**src/rtl/l4pf_pkg.sv**
```systemverilog
package l4pf_pkg;
  localparam int ETH_HDR_LEN = 14;
  localparam int IP_PROTO_OFS = 9;
  localparam logic [7:0] ETYPE_HI = 8'h08;
  localparam logic [7:0] ETYPE_LO = 8'h00;
  localparam logic [7:0] PROTO_TCP = 8'd6;
  localparam logic [7:0] PROTO_UDP = 8'd17;

  typedef struct packed {
    logic clr;
    logic etHi;
    logic etLo;
    logic verIhl;
    logic proto;
    logic srcHi;
    logic srcLo;
    logic dstHi;
    logic dstLo;
    logic fin;
  } l4pf_strobe_t;
endpackage

```
**src/rtl/l4pf_ctrl.sv**
```systemverilog
module l4pf_ctrl
  import l4pf_pkg::*;
#(
  parameter int POS_W = 8
) (
  input  logic         clk,
  input  logic         rst_n,
  input  logic         inValid,
  input  logic         inSof,
  input  logic         inEof,
  input  logic [3:0]   ihl,
  input  logic         hdrOk,
  output l4pf_strobe_t strb
);
  localparam logic [POS_W-1:0] POS_MAX   = '1;
  localparam logic [POS_W-1:0] POS_ET_HI = POS_W'(ETH_HDR_LEN - 2);
  localparam logic [POS_W-1:0] POS_ET_LO = POS_W'(ETH_HDR_LEN - 1);
  localparam logic [POS_W-1:0] POS_VIHL  = POS_W'(ETH_HDR_LEN);
  localparam logic [POS_W-1:0] POS_PROTO = POS_W'(ETH_HDR_LEN + IP_PROTO_OFS);

  logic [POS_W-1:0] cnt;
  logic [POS_W-1:0] pos;
  logic [POS_W-1:0] base;

  assign pos  = inSof ? '0 : cnt;
  assign base = POS_W'(ETH_HDR_LEN) + POS_W'({ihl, 2'b00});

  always_ff @(posedge clk) begin
    if (!rst_n) begin
      cnt <= '0;
    end else if (inValid) begin
      cnt <= (pos == POS_MAX) ? pos : pos + 1'b1;
    end
  end

  always_comb begin
    strb        = '0;
    strb.clr    = inValid && inSof;
    strb.etHi   = inValid && (pos == POS_ET_HI);
    strb.etLo   = inValid && (pos == POS_ET_LO);
    strb.verIhl = inValid && (pos == POS_VIHL);
    strb.proto  = inValid && (pos == POS_PROTO);
    strb.srcHi  = inValid && hdrOk && (pos == base);
    strb.srcLo  = inValid && hdrOk && (pos == base + POS_W'(1));
    strb.dstHi  = inValid && hdrOk && (pos == base + POS_W'(2));
    strb.dstLo  = inValid && hdrOk && (pos == base + POS_W'(3));
    strb.fin    = inValid && inEof;
  end
endmodule

```
**src/rtl/l4pf_dpath.sv**
```systemverilog
module l4pf_dpath
  import l4pf_pkg::*;
(
  input  logic         clk,
  input  logic         rst_n,
  input  logic [7:0]   inByte,
  input  l4pf_strobe_t strb,
  input  logic         cfgSrcEn,
  input  logic         cfgSrcInv,
  input  logic         cfgDstEn,
  input  logic         cfgDstInv,
  input  logic         cfgUdpSel,
  input  logic [15:0]  cfgSrcPort,
  input  logic [15:0]  cfgDstPort,
  output logic [3:0]   ihl,
  output logic         hdrOk,
  output logic         verdictValid,
  output logic         verdictPass
);
  logic        etHiOk, etOk, gotDst;
  logic [7:0]  protoReg, dstHiReg;
  logic [15:0] srcReg, dstReg;

  logic        etHiOkN, etOkN, hdrOkN, gotDstN;
  logic [3:0]  ihlN;
  logic [7:0]  protoN, dstHiN;
  logic [15:0] srcN, dstN;
  logic        filterOn, srcOk, dstOk, l4Ok, passN;
  logic [7:0]  wantProto;

  always_comb begin
    etHiOkN = strb.clr ? 1'b0 : etHiOk;
    etOkN   = strb.clr ? 1'b0 : etOk;
    hdrOkN  = strb.clr ? 1'b0 : hdrOk;
    ihlN    = strb.clr ? 4'd0 : ihl;
    protoN  = strb.clr ? 8'd0 : protoReg;
    gotDstN = strb.clr ? 1'b0 : gotDst;
    srcN    = srcReg;
    dstHiN  = dstHiReg;
    dstN    = dstReg;
    if (strb.etHi)   etHiOkN = (inByte == ETYPE_HI);
    if (strb.etLo)   etOkN   = etHiOkN && (inByte == ETYPE_LO);
    if (strb.verIhl) begin
      hdrOkN = (inByte[7:4] == 4'd4) && (inByte[3:0] >= 4'd5);
      ihlN   = inByte[3:0];
    end
    if (strb.proto)  protoN = inByte;
    if (strb.srcHi)  srcN   = {inByte, srcReg[7:0]};
    if (strb.srcLo)  srcN   = {srcReg[15:8], inByte};
    if (strb.dstHi)  dstHiN = inByte;
    if (strb.dstLo) begin
      dstN    = {dstHiReg, inByte};
      gotDstN = 1'b1;
    end
  end

  always_comb begin
    filterOn  = cfgSrcEn || cfgDstEn;
    wantProto = cfgUdpSel ? PROTO_UDP : PROTO_TCP;
    srcOk     = !cfgSrcEn || ((srcN == cfgSrcPort) != cfgSrcInv);
    dstOk     = !cfgDstEn || ((dstN == cfgDstPort) != cfgDstInv);
    l4Ok      = etOkN && hdrOkN && (protoN == wantProto) && gotDstN && srcOk && dstOk;
    passN     = !filterOn || l4Ok;
  end

  always_ff @(posedge clk) begin
    if (!rst_n) begin
      etHiOk       <= 1'b0;
      etOk         <= 1'b0;
      hdrOk        <= 1'b0;
      ihl          <= 4'd0;
      protoReg     <= 8'd0;
      gotDst       <= 1'b0;
      srcReg       <= 16'd0;
      dstHiReg     <= 8'd0;
      dstReg       <= 16'd0;
      verdictValid <= 1'b0;
      verdictPass  <= 1'b0;
    end else begin
      etHiOk       <= etHiOkN;
      etOk         <= etOkN;
      hdrOk        <= hdrOkN;
      ihl          <= ihlN;
      protoReg     <= protoN;
      gotDst       <= gotDstN;
      srcReg       <= srcN;
      dstHiReg     <= dstHiN;
      dstReg       <= dstN;
      verdictValid <= strb.fin;
      verdictPass  <= strb.fin && passN;
    end
  end
endmodule

```
**src/rtl/l4_port_filter.sv**
```systemverilog
module l4_port_filter
  import l4pf_pkg::*;
#(
  parameter int POS_W = 8
) (
  input  logic        clk,
  input  logic        rst_n,
  input  logic        inValid,
  input  logic [7:0]  inByte,
  input  logic        inSof,
  input  logic        inEof,
  input  logic        cfgSrcEn,
  input  logic        cfgSrcInv,
  input  logic        cfgDstEn,
  input  logic        cfgDstInv,
  input  logic        cfgUdpSel,
  input  logic [15:0] cfgSrcPort,
  input  logic [15:0] cfgDstPort,
  output logic        verdictValid,
  output logic        verdictPass
);
  l4pf_strobe_t strb;
  logic [3:0]   ihl;
  logic         hdrOk;

  l4pf_ctrl #(.POS_W(POS_W)) u_ctrl (
    .clk(clk), .rst_n(rst_n), .inValid(inValid), .inSof(inSof), .inEof(inEof),
    .ihl(ihl), .hdrOk(hdrOk), .strb(strb)
  );

  l4pf_dpath u_dpath (
    .clk(clk), .rst_n(rst_n), .inByte(inByte), .strb(strb),
    .cfgSrcEn(cfgSrcEn), .cfgSrcInv(cfgSrcInv), .cfgDstEn(cfgDstEn),
    .cfgDstInv(cfgDstInv), .cfgUdpSel(cfgUdpSel),
    .cfgSrcPort(cfgSrcPort), .cfgDstPort(cfgDstPort),
    .ihl(ihl), .hdrOk(hdrOk),
    .verdictValid(verdictValid), .verdictPass(verdictPass)
  );
endmodule

```
**config.mk**
```make
export PLATFORM = sky130hd
export DESIGN_NAME = l4_port_filter
export DESIGN_NICKNAME = d
export VERILOG_FILES = /design/src/rtl/l4pf_pkg.sv /design/src/rtl/l4pf_ctrl.sv /design/src/rtl/l4pf_dpath.sv /design/src/rtl/l4_port_filter.sv
export SDC_FILE = /design/constraint.sdc
export NUM_CORES = 1
export LEC_CHECK = 0
export BUFFER_PORTS_ARGS = -buffer_cell sky130_fd_sc_hd__buf_2
export CAP_MARGIN = 0
export CORE_MARGIN = 2
export CORE_UTILIZATION = 43
export DETAILED_ROUTE_END_ITERATION = 8
export GPL_TIMING_DRIVEN = 0
export PLACE_DENSITY = 0.69
export SYNTH_ARGS = -nofsm -noshare
export SYNTH_HDL_FRONTEND = slang
export SYNTH_SLANG_ARGS = --single-unit
```
**constraint.sdc**
```tcl
create_clock -name clk -period 4.9 [get_ports clk]
set_clock_uncertainty 0.1 [all_clocks]
set_input_delay 0.98 -clock clk [delete_from_list [all_inputs] [get_ports clk]]
set_output_delay 0.98 -clock clk [all_outputs]
set_load 0.1 [all_outputs]
```
## Word-level counts from Yosys, hierarchy flattened

Index checks and enable logic that the tools add are counted.

| word-level totals | value |
|---|---|
| logic and storage cells | 80 |
| register bits | 66 |

| operators by class | value |
|---|---|
| multiplexer cells | 18 |
| $add $sub $neg | 5 |
| equality and inequality tests | 16 |
| $lt $le $gt $ge | 1 |
| reduce and logical (&&, ||, !) cells | 28 |

Operator list:

| operator | count |
|---|---|
| 16-bit two-way mux | 3 |
| 8-bit equality test | 5 |
| 16-bit equality test | 2 |
| 8-bit by 4-bit equality test with 1-bit output (second input constant) | 4 |
| 8-bit two-way mux | 4 |
| 1-bit logical AND | 19 |
| 8-bit by 1-bit adder with 8-bit output (second input constant) | 2 |
| 8-bit by 2-bit adder with 8-bit output (second input constant) | 2 |
| 8-bit by 5-bit equality test with 1-bit output (second input constant) | 1 |
| 8-bit equality test (second input constant) | 1 |
| 8-bit logical NOT | 1 |
| 1-bit two-way mux | 8 |
| 4-bit two-way mux | 2 |
| 4-bit by 6-bit adder with 7-bit output (first input constant) | 1 |
| 5-bit two-way mux | 1 |
| 4-bit by 3-bit equality test with 1-bit output (second input constant) | 1 |
| 4-bit by 3-bit >= comparator with 1-bit output (second input constant) | 1 |
| 1-bit logical OR | 4 |
| 1-bit logical NOT | 3 |
| 1-bit != test | 2 |
| 2-bit nonzero test | 1 |

## Longest topological paths before layout

Gate-level depths: netlist of run 1.

| logic depth | value |
|---|---|
| depth in word-level cells | 13 |
| depth in mapped cells | 17 |
| gate-level depth less buffers | 13 |

## Hierarchy

A second synthesis of run 1 with hierarchy kept.

| second synthesis, totals | value |
|---|---|
| cell total of the unflattened synthesis | 422 |
| area, all modules | 3698.5 um^2 |

By module, submodules not included:

| module | area an instance (um^2) | times used | cells an instance |
|---|---|---|---|
| l4pf_dpath | 2844.0 | 1 | 302 |
| l4pf_ctrl | 854.6 | 1 | 120 |

## Worst setup path after synthesis of run 1

No wires, ideal clock.

| timing | value |
|---|---|
| path type | input to register |
| start point | input port inSof |
| end point | register u_dpath.verdictPass |
| data arrival time | 3.897 ns |
| cell stages on the path | 15 |
| slack | 0.788 ns |
| cells stage by stage | buf_2 > clkbuf_1 > inv_1 > nand2_1 > inv_1 > ha_1 > or3_1 > or4_4 > or2_1 > buf_6 > mux2i_1 > a222oi_1 > nor4b_4 > mux2i_1 > o21a_1 |

| between the ends | value |
|---|---|
| longest elaborated chain between the ends | 13 |
| elaborated cells on any way between the ends | 44 |
| classes of those cells | eq/ne: 12; mux: 14; reduce/logical: 18 |

RTL lines:

| element | RTL line | source |
|---|---|---|
| start, declared | l4_port_filter.sv:10 | `input logic inSof,` |
| parallel branches: the longest is 10 deep, another holds 16-bit two-way mux | -- |  |
| 1-bit logical AND (*) | l4pf_dpath.sv:62 | `l4Ok = etOkN && hdrOkN && (protoN == wantProto) && gotDstN && srcOk && dstOk;` |
| 1-bit logical OR (*) | l4pf_dpath.sv:63 | `passN = !filterOn \|\| l4Ok;` |
| 1-bit logical AND (*) | l4pf_dpath.sv:90 | `verdictPass <= strb.fin && passN;` |
| end signal, assigned | l4pf_dpath.sv:90 |  |
| end, declared | l4pf_dpath.sv:18 | `output logic verdictPass` |

Mark *: on every way between the ends.
A chain may end at the register's enable or synchronous reset.

## Worst setup path in the final report of run 1

Same ends and word-level chain as after synthesis.

==> results of run 1 <==
## kinds of logic (layout without fill, tap and decap cells)
family / after synthesis / in the layout / share of synthesized area (%)
flops: 66 / 66 / 31.2
xor+xnor: 46 / 46 / 9.83
fa+ha+maj: 5 / 5 / 1.48
buf+inv: 65 / 127 / 6.41
mux: 14 / 14 / 3.37
compound gates: 123 / 123 / 21.3
simple gates: 212 / 212 / 26.4
## stage by stage
stage / hold WS, ns / worst slack (ns) / total power [mW] / std cells / instance area [sq um]
6_report: 0.375 / 0.352 / 1.12 / 726 / 4830
5_1_grt: 0.394 / 0.0481 / 1.16 / 726 / 4830
4_1_cts: 0.378 / 0.413 / 1.13 / 726 / 4830
3_5_place_dp: 0.367 / 0.0723 / 0.667 / 710 / 4630
3_3_place_gp: 0.353 / 0.117 / 0.665 / 710 / 4630
2_1_floorplan: 0.341 / 0.788 / 0.615 / 531 / 4240
## flip-flops by register name (all words and copies together) (netlist names), 4 cells and up
signal            count
u_dpath.dstHiReg      8
u_dpath.srcReg       16
u_dpath.protoReg      8
u_dpath.dstReg       16
u_ctrl.cnt            8
u_dpath.ihl           4
## worst register-to-register path, stage by stage, from the launching register on
cell and delay [ns]:
dfxtp_1 0.36, nor2b_1 0.35, ha_1 0.38, nor4bb_1 0.61, nand3_1 0.39, a311oi_1 0.34
a32oi_1 0.13, a211oi_2 0.31, nand2b_1 0.09, mux2_2 0.27, a21boi_0 0.17, o21a_1 0.13
## cell usage after synthesis, types with 4 or more instances
cell type,count
a211oi_1,4
a21boi_0,42
a21oi_1,13
a222oi_1,4
and2_1,7
buf_2,7
clkbuf_1,23
dfxtp_1,66
ha_1,5
inv_1,31
mux2i_1,12
nand2_1,82
nand3_1,23
nand4_1,10
nor2_1,16
nor2b_1,18
nor3_1,13
nor4_1,8
o211ai_1,5
o21a_1,7
o21ai_0,12
o31ai_1,5
xnor2_1,25
xor2_1,20
## routing by layer
metal	up-vias	global-route usage, %	routed length, microns
met4	0	7.39	267
li1	1978	-	-
met2	152	37.3	5440
met5	-	0	0
met3	23	4.30	741
met1	1871	31.0	5340
## power groups by stage
| stage | Clock [mW] | Sequential (mW) | Combinational [mW] |
|---|---|---|---|
| finish | 0.464 | 0.538 | 0.118 |
| global route | 0.495 | 0.538 | 0.127 |
| CTS | 0.473 | 0.538 | 0.117 |
| detailed placement | 0 | 0.551 | 0.116 |
| global placement | 0 | 0.551 | 0.114 |
| floorplan | 0 | 0.554 | 0.0612 |
## worst max path at each step
stage                     slack [ns]                             end
final                           0.35  u_dpath.verdictPass$_SDFF_PN0_
after global routing            0.05  u_dpath.verdictPass$_SDFF_PN0_
after CTS                       0.41  u_dpath.verdictPass$_SDFF_PN0_
after detailed placement        0.07  u_dpath.verdictPass$_SDFF_PN0_
after global placement          0.12  u_dpath.verdictPass$_SDFF_PN0_
after floorplan                 0.79  u_dpath.verdictPass$_SDFF_PN0_
## area by class of cell
| type | instances | area, sq um | share of cell area [%] |
|---|---|---|---|
| clock inverter | 5 | 53.8 | 1.11 |
| timing repair buffer | 46 | 230 | 4.77 |
| multi-input combinational | 400 | 2640 | 54.8 |
| clock buffer | 11 | 141 | 2.93 |
| buffer | 34 | 155 | 3.21 |
| inverter | 31 | 116 | 2.41 |
| tap | 133 | 166 | 3.45 |
| sequential | 66 | 1320 | 27.4 |
==> impl_metrics.csv, run 1 <==
group,metric,value,unit
clocking,clkTransAtPathRegs,0.07,ns
outcome,outcome,"finished, final reports clean",
worst_hold_path,holdPathEnd,"u_dpath.dstReg[1]$_SDFF_PN0_",
finish,diodes,0,
critical_path,worst_setup_path_start_kind,"primary input",
logic_synthesis,synthCells,531,
sta,hold_viol,0,
critical_path,r2r_start,"u_ctrl.cnt[0]$_SDFFE_PN0P_",
route,wl_per_cell,16.2,microns
power_and_ir_drop,switchingPower,290,uW
power_and_ir_drop,power_frac_seq,48.1,%
logic_synthesis,ys.flop_type,"dfxtp_1",
die,fp.dieH,103,microns
logic_synthesis,synth_top_area_cell,"dfxtp_1",
clocking,clk_latency,0.35,ns
finish,final_core_util,49.9,%
sta,fmax,220,MHz
logic_synthesis,synth_edf_count,0,
route,drt-vias-per-instance,5.54,
die,core,9680,sq um
power_and_ir_drop,p_int,830,uW
worst_hold_path,holdPathStages,2,
critical_path,critPathMaxStageDelay,0.61,ns
finish,layout_commonest_cell,"nand2_1",
clocking,cts_sinks,66,
power_and_ir_drop,p_leak,1.76,nW
clocking,cts_tree,"done",
logic_synthesis,yosys.area.top_type_share,31.2,%
placement,place_hpwl,8800,microns
clocking,clockRootBuffer,"clkbuf_8",
global_route,track_usage,23.0,%
global_route,grt_pass1_vias,3820,
critical_path,critical_path.max_fanout,10,
critical_path,critical_path.top_delay_family,"simple AND/OR/NAND/NOR gates",
clocking,cts_buffer_depth,2,
critical_path,rr_endpoint,"u_dpath.verdictPass$_SDFF_PN0_",
sta,tns,0,ns
power_and_ir_drop,peakVddDrop,0.000183,V
worst_hold_path,worstHoldStart,"u_dpath.dstReg[1]$_SDFF_PN0_",
worst_hold_path,min_path_type,"reg2reg",
power_and_ir_drop,combPwrFrac,10.5,%
sta,fin_crit_sh,92.8,%
sta,slew_viol_final,0,
global_route,overflow,0,
global_route,grt_max_degree,12,
logic_synthesis,synth_area_per_cell,7.98,sq um
placement,portBuffers,46,
die,die_area,10700,sq um
sta,grt_setup_unrepaired,"no",
logic_synthesis,ys_types,70,
logic_synthesis,ys_seq_area_share,31.2,%
critical_path,worstSetupEndpointType,"register",
sta,relSlewSlack,47.8,%
clocking,h-tree-depth,3,
finish,syn_to_final_growth,14.0,%
logic_synthesis,ys_top_cells_by_area,"dfxtp_1 31%, a21boi_0 7.4%, nand2_1 7.3%",
finish,n_fill_cell,929,
logic_synthesis,yosys_register_bits,66,
critical_path,crit_path_frequent_cell,"buf_2",
route,dr.pass1.iters,6,
clocking,cts_made_buffers,9,
route,wl,11800,microns
logic_synthesis,syn_area,4240,sq um
route,drc_errors,0,
critical_path,path_depth,14,
die,start_util,43.7,%
die,rows,36,
sta,worstMarginPinSlew,0.784,ns
power_and_ir_drop,powerDensity,232,nW/um^2
clocking,holdBufCountCts,0,
finish,layout.nets,643,
logic_synthesis,yosysWarnings,0,
critical_path,path_buf_inv,3,
route,drtIter0Drc,246,
route,vias,4024,
die,die_w,103,microns
die,ios,52,
clocking,postCtsSetupRepairBufs,0,
power_and_ir_drop,swShare,25.9,%
critical_path,path_cells,"buf_2 -> buf_2 -> clkbuf_1 -> nor2b_1 -> ha_1 -> nor4bb_1 -> nand3_1 -> a311oi_1 -> a32oi_1 -> a211oi_2 -> nand2b_1 -> mux2_2 -> a21boi_0 -> o21a_1",
critical_path,path_class,"in2reg",
critical_path,rrSetupSlack,1.21,ns
sta,finalSetupViolations,0,
logic_synthesis,synth_fp_nets,586,
finish,final_cell_mix,"82 x nand2_1, 66 x dfxtp_1, 53 x buf_2, 42 x a21boi_0, 31 x inv_1",
critical_path,startpoint,"inSof",
critical_path,critPathRequiredTime,5.09,ns
route,ant_nets,0,
run,maxCapViolCount,0,
clocking,post_cts_resized,0,
critical_path,cp_slowest_cell,"nor4bb_1",
power_and_ir_drop,power_frac_clock,41.4,%
global_route,antenna_found_initial,0,
logic_synthesis,synthArstFlopShare,0,%
critical_path,reg2reg_depth,11,
sta,period_minus_slack,4.55,ns
placement,gp_congestion,0.918,
finish,layout-drive-gt1-share,13.8,%
global_route,grt_pass1_wl,18800,microns
critical_path,critPathArrivalTime,4.74,ns
(Power assumes the default switching activity.)
==> run 2: changes to the inputs <==
--- a/config.mk
+++ b/config.mk
@@ -8,10 +8,10 @@
 export BUFFER_PORTS_ARGS = -buffer_cell sky130_fd_sc_hd__buf_2
 export CAP_MARGIN = 0
 export CORE_MARGIN = 2
-export CORE_UTILIZATION = 43
+export CORE_UTILIZATION = 50
 export DETAILED_ROUTE_END_ITERATION = 8
 export GPL_TIMING_DRIVEN = 0
-export PLACE_DENSITY = 0.69
+export PLACE_DENSITY = 0.77
 export SYNTH_ARGS = -nofsm -noshare
 export SYNTH_HDL_FRONTEND = slang
 export SYNTH_SLANG_ARGS = --single-unit
==> impl_metrics.csv, run 2 (synthesis gave the netlist of run 1 again) <==
group,metric,value,unit
critical_path,path_buf_inv,3,
route,ant_nets,0,
placement,portBuffers,46,
global_route,antenna_found_initial,0,
power_and_ir_drop,powerDensity,251,nW/um^2
placement,placed_cells,682,
die,fp.dieH,96.1,microns
critical_path,critPathMaxStageDelay,0.62,ns
clocking,clkTransAtPathRegs,0.08,ns
finish,diodes,0,
sta,worstMarginPinSlew,0.763,ns
power_and_ir_drop,p_leak,1.77,nW
critical_path,startpoint,"inSof",
finish,final_core_util,59.1,%
global_route,grt_pass1_vias,3792,
global_route,grt_pass1_wl,18100,microns
route,drt-vias-per-instance,5.90,
critical_path,critical_path.top_delay_family,"simple AND/OR/NAND/NOR gates",
critical_path,r2r_start,"u_dpath.ihl[0]$_SDFFE_PN0P_",
sta,period_minus_slack,4.54,ns
global_route,track_usage,25.6,%
finish,final_cell_mix,"82 x nand2_1, 66 x dfxtp_1, 53 x buf_2, 42 x a21boi_0, 31 x inv_1",
power_and_ir_drop,peakVddDrop,0.000139,V
critical_path,critPathArrivalTime,4.75,ns
die,die_area,9230,sq um
sta,fmax,220,MHz
finish,layout.nets,643,
critical_path,cp_slowest_cell,"nor4b_1",
die,ios,52,
worst_hold_path,worstHoldStart,"u_dpath.dstReg[6]$_SDFF_PN0_",
route,wl,11500,microns
finish,layout_commonest_cell,"nand2_1",
power_and_ir_drop,power.total,1.22,mW
global_route,grt_use_met3,3.21,%
critical_path,worstSetupEndpointType,"register",
critical_path,critPathRequiredTime,5.11,ns
critical_path,crit_path_frequent_cell,"buf_2",
clocking,cts_tree,"done",
critical_path,rr_endpoint,"u_dpath.verdictPass$_SDFF_PN0_",
critical_path,critical_path.max_fanout,10,
placement,place_hpwl,8590,microns
global_route,overflow,0,
critical_path,path_class,"in2reg",
global_route,grt_max_degree,13,
clocking,clockRootBuffer,"clkbuf_8",
worst_hold_path,min_path_type,"reg2reg",
sta,relSlewSlack,49.1,%
finish,syn_to_final_growth,14.5,%
die,core,8220,sq um
die,die_w,96.1,microns
global_route,grt_use_met2,43.6,%
sta,hold_viol,0,
worst_hold_path,holdPathEnd,"u_dpath.dstReg[6]$_SDFF_PN0_",
clocking,clk_latency,0.35,ns
outcome,outcome,"finished, final reports clean",
critical_path,reg2reg_depth,12,
critical_path,path_cells,"buf_2 -> buf_2 -> clkbuf_1 -> nor2b_1 -> ha_1 -> nand3_1 -> a211oi_1 -> nand3_2 -> mux2i_1 -> nor4b_1 -> mux2_2 -> a21boi_0 -> o21a_1",
global_route,busiest_layer,"met2",
placement,gp_congestion,0.905,
route,dr.pass1.iters,6,
die,rows,33,
finish,final_cells,698,
clocking,cts_buffer_depth,2,
critical_path,worst_setup_path_start_kind,"primary input",
route,drc_errors,0,
worst_hold_path,holdPathStages,2,
route,vias,4120,
clocking,cts_sinks,66,
global_route,gr-usage-met1,33.7,%
route,drtIter0Drc,350,
finish,layout-drive-gt1-share,14.2,%
die,start_util,51.6,%
sta,hold_ws,0.369,ns
sta,grt_setup_unrepaired,"no",
sta,finalSetupViolations,0,
clocking,cts_made_buffers,9,
clocking,h-tree-depth,3,
finish,largestRegisters,"u_dpath.dstReg: 16 flops, u_dpath.srcReg: 16 flops",
run,maxCapViolCount,0,
sta,slew_viol_final,0,
route,wl_per_cell,16.5,microns
critical_path,rrSetupSlack,1.13,ns
sta,fin_crit_sh,92.6,%
run 2: cell type report:
| class | instances | area, sq um |
|---|---|---|
| fill | 752 | 3360 |
| multi-input combinational | 400 | 2660 |
| sequential | 66 | 1320 |
| timing repair buffer | 46 | 230 |
| buffer | 34 | 155 |
| tap | 105 | 131 |
| clock buffer | 10 | 128 |
| inverter | 31 | 116 |
| clock inverter | 6 | 115 |
run 2: power breakdown:
part / switching, mW / internal [mW]
combinational: 0.0718 / 0.0453
clock: 0.223 / 0.340
sequential: 0.00103 / 0.537
total: 0.296 / 0.923
run 2: worst max path at each step:
stage          depth (start not counted)                        endpoint
3_5_place_dp                          13  u_dpath.verdictPass$_SDFF_PN0_
3_3_place_gp                          14  u_dpath.verdictPass$_SDFF_PN0_
6_report                              13  u_dpath.verdictPass$_SDFF_PN0_
2_1_floorplan                         15  u_dpath.verdictPass$_SDFF_PN0_
5_1_grt                               13  u_dpath.verdictPass$_SDFF_PN0_
4_1_cts                               13  u_dpath.verdictPass$_SDFF_PN0_
run 2: what timing repair did:
action / in CTS / in global routing
gates resized for setup: 0 / 2
setup endpoints to repair: 0 / 1
hold buffers: 0 / 0
buffers inserted: 0 / 0
run 2: metrics by stage:
| step | area, sq um | TNS (ns) | setup slack (ns) |
|---|---|---|---|
| floorplan | 4240 | 0 | 0.788 |
| global placement | 4600 | 0 | 0.0645 |
| detailed placement | 4600 | -0.0398 | -0.0398 |
| CTS | 4840 | 0 | 0.292 |
| global route | 4850 | 0 | 0.0737 |
| finish | 4850 | 0 | 0.362 |
run 2: worst reg2reg max path: stages, from the launching register on:
cell and delay, ns:
dfxtp_1 0.32, buf_4 0.16, inv_1 0.05, ha_1 0.37, xor2_1 0.17, a32oi_1 0.17
a211oi_1 0.47, nand3_2 0.33, mux2i_1 0.24, nor4b_1 0.62, mux2_2 0.40, a21boi_0 0.19
o21a_1 0.15
run 2: layer usage:
| layer | wire [microns] | share of wire [%] |
|---|---|---|
| met1 | 5170 | 45 |
| met2 | 5430 | 47 |
| met4 | 184 | 1.6 |
| met5 | 0 | 0 |
| met3 | 749 | 6.5 |
==> run 3: changes to the inputs <==
--- a/config.mk
+++ b/config.mk
@@ -11,7 +11,7 @@
 export CORE_UTILIZATION = 50
 export DETAILED_ROUTE_END_ITERATION = 8
 export GPL_TIMING_DRIVEN = 0
-export PLACE_DENSITY = 0.77
+export PLACE_DENSITY = 0.7
 export SYNTH_ARGS = -nofsm -noshare
 export SYNTH_HDL_FRONTEND = slang
 export SYNTH_SLANG_ARGS = --single-unit
==> impl_metrics.csv, run 3 (synthesis gave the netlist of run 1 again) <==
group,metric,value,unit
sta,finalSetupViolations,0,
critical_path,worstSetupEndpointType,"register",
placement,placed_cells,682,
sta,grt_setup_unrepaired,"no",
global_route,grt_pass1_wl,18700,microns
finish,n_fill_cell,784,
sta,slew_viol_final,0,
sta,worstMarginPinSlew,0.754,ns
power_and_ir_drop,p_int,936,uW
clocking,cts_made_buffers,9,
die,fp.dieH,96.1,microns
finish,diodes,0,
route,ant_nets,0,
sta,tns,0,ns
critical_path,critical_path.max_fanout,10,
global_route,grt_max_degree,13,
critical_path,worst_setup_path_start_kind,"primary input",
sta,period_minus_slack,4.51,ns
clocking,cts_buffer_depth,2,
route,drtIter0Drc,260,
sta,fin_crit_sh,92.0,%
route,wl_per_cell,16.6,microns
route,drt-vias-per-instance,5.82,
finish,multi_input_area,2640,sq um
finish,layout.nets,643,
finish,final_core_util,59.0,%
worst_hold_path,min_path_type,"reg2reg",
global_route,antenna_found_initial,0,
die,rows,33,
power_and_ir_drop,p_leak,1.78,nW
placement,place_hpwl,8600,microns
power_and_ir_drop,peakVddDrop,0.000137,V
clocking,cts_sinks,66,
die,die_w,96.1,microns
die,core,8220,sq um
power_and_ir_drop,combPwrFrac,9.6,%
critical_path,path_class,"in2reg",
critical_path,path_cells,"buf_2 -> buf_2 -> clkbuf_1 -> inv_1 -> nand2_1 -> ha_1 -> nand3_1 -> a211oi_1 -> nand3_1 -> o211ai_1 -> nor4b_1 -> mux2_2 -> a21boi_0 -> o21a_1",
finish,layout-drive-gt1-share,14.0,%
placement,gp_congestion,0.916,
finish,final_cell_mix,"82 x nand2_1, 66 x dfxtp_1, 53 x buf_2, 42 x a21boi_0, 31 x inv_1",
route,dr.pass1.iters,6,
critical_path,critPathRequiredTime,5.11,ns
power_and_ir_drop,powerDensity,254,nW/um^2
critical_path,path_depth,14,
global_route,track_usage,26.5,%
run,maxCapViolCount,0,
finish,largestRegisters,"u_dpath.dstReg: 16 flops, u_dpath.srcReg: 16 flops",
finish,layout_commonest_cell,"nand2_1",
critical_path,critPathMaxStageDelay,0.50,ns
clocking,clkTransAtPathRegs,0.08,ns
critical_path,critPathArrivalTime,4.72,ns
clocking,cts_tree,"done",
critical_path,critical_path.top_delay_family,"simple AND/OR/NAND/NOR gates",
sta,relSlewSlack,49.7,%
route,drc_errors,0,
die,start_util,51.6,%
clocking,clockRootBuffer,"clkbuf_8",
power_and_ir_drop,power_frac_seq,43.7,%
finish,syn_to_final_growth,14.4,%
die,ios,52,
power_and_ir_drop,power.total,1.23,mW
finish,final_cells,698,
finish,seqCellArea,1320,sq um
clocking,postCtsSetupRepairBufs,0,
sta,fmax,222,MHz
clocking,h-tree-depth,3,
placement,portBuffers,46,
critical_path,reg2reg_depth,12,
power_and_ir_drop,switchingPower,296,uW
clocking,holdBufCountCts,0,
global_route,grt_pass1_vias,3855,
critical_path,cp_slowest_cell,"nor4b_1",
route,vias,4062,
clocking,post_cts_resized,0,
route,wl,11600,microns
clocking,clk_latency,0.35,ns
die,die_area,9230,sq um
global_route,overflow,0,
worst_hold_path,holdPathStages,2,
power_and_ir_drop,power_frac_clock,46.8,%
sta,hold_viol,0,
power_and_ir_drop,swShare,24.0,%
outcome,outcome,"finished, final reports clean",
critical_path,path_buf_inv,4,
## run 3: metrics by stage
step / hold slack [ns] / setup WS [ns] / cell area (sq um)
after global placement: 0.353 / 0.144 / 4600
after CTS: 0.378 / 0.451 / 4850
final: 0.377 / 0.393 / 4850
after global routing: 0.399 / 0.0640 / 4850
after detailed placement: 0.367 / 0.0961 / 4600
after floorplan: 0.341 / 0.788 / 4240
## run 3: final cells by class
type	count	area share [%]
multi-input cells	400	54.5
flip-flops and latches	66	27.3
clock buffers	10	2.84
clock inverters	6	2.32
well taps	105	2.71
plain buffers	34	3.20
repair buffers	46	4.75
inverters	31	2.40
## run 3: layer usage
metal,global-route usage [%],vias up,wire length [microns]
li1,-,1981,-
met1,34.2,1881,5020
met2,43.3,172,5260
met3,6.03,28,1050
met4,9.29,0,255
met5,0,-,0
## run 3: power groups by stage
stage                     clock network (mW)  logic, mW  registers, mW
final                                  0.576      0.118          0.538
after CTS                              0.583      0.117          0.538
after global routing                   0.608      0.127          0.538
after global placement                     0      0.114          0.551
after floorplan                            0     0.0612          0.554
after detailed placement                   0      0.116          0.551
## run 3: tightest hold or removal path: stages, from the launching register on
cell and delay, ns:
dfxtp_1 0.32, nand2_1 0.05, a21boi_0 0.06
## run 3: final timing paths
path                                                    start  slack, ns                             end
worst max-delay path                                    inSof       0.39  u_dpath.verdictPass$_SDFF_PN0_
worst min-delay path            u_dpath.dstReg[13]$_SDFF_PN0_       0.38   u_dpath.dstReg[13]$_SDFF_PN0_
worst max register to register    u_dpath.ihl[0]$_SDFFE_PN0P_       1.14  u_dpath.verdictPass$_SDFF_PN0_
worst min register to register  u_dpath.dstReg[13]$_SDFF_PN0_       0.38   u_dpath.dstReg[13]$_SDFF_PN0_
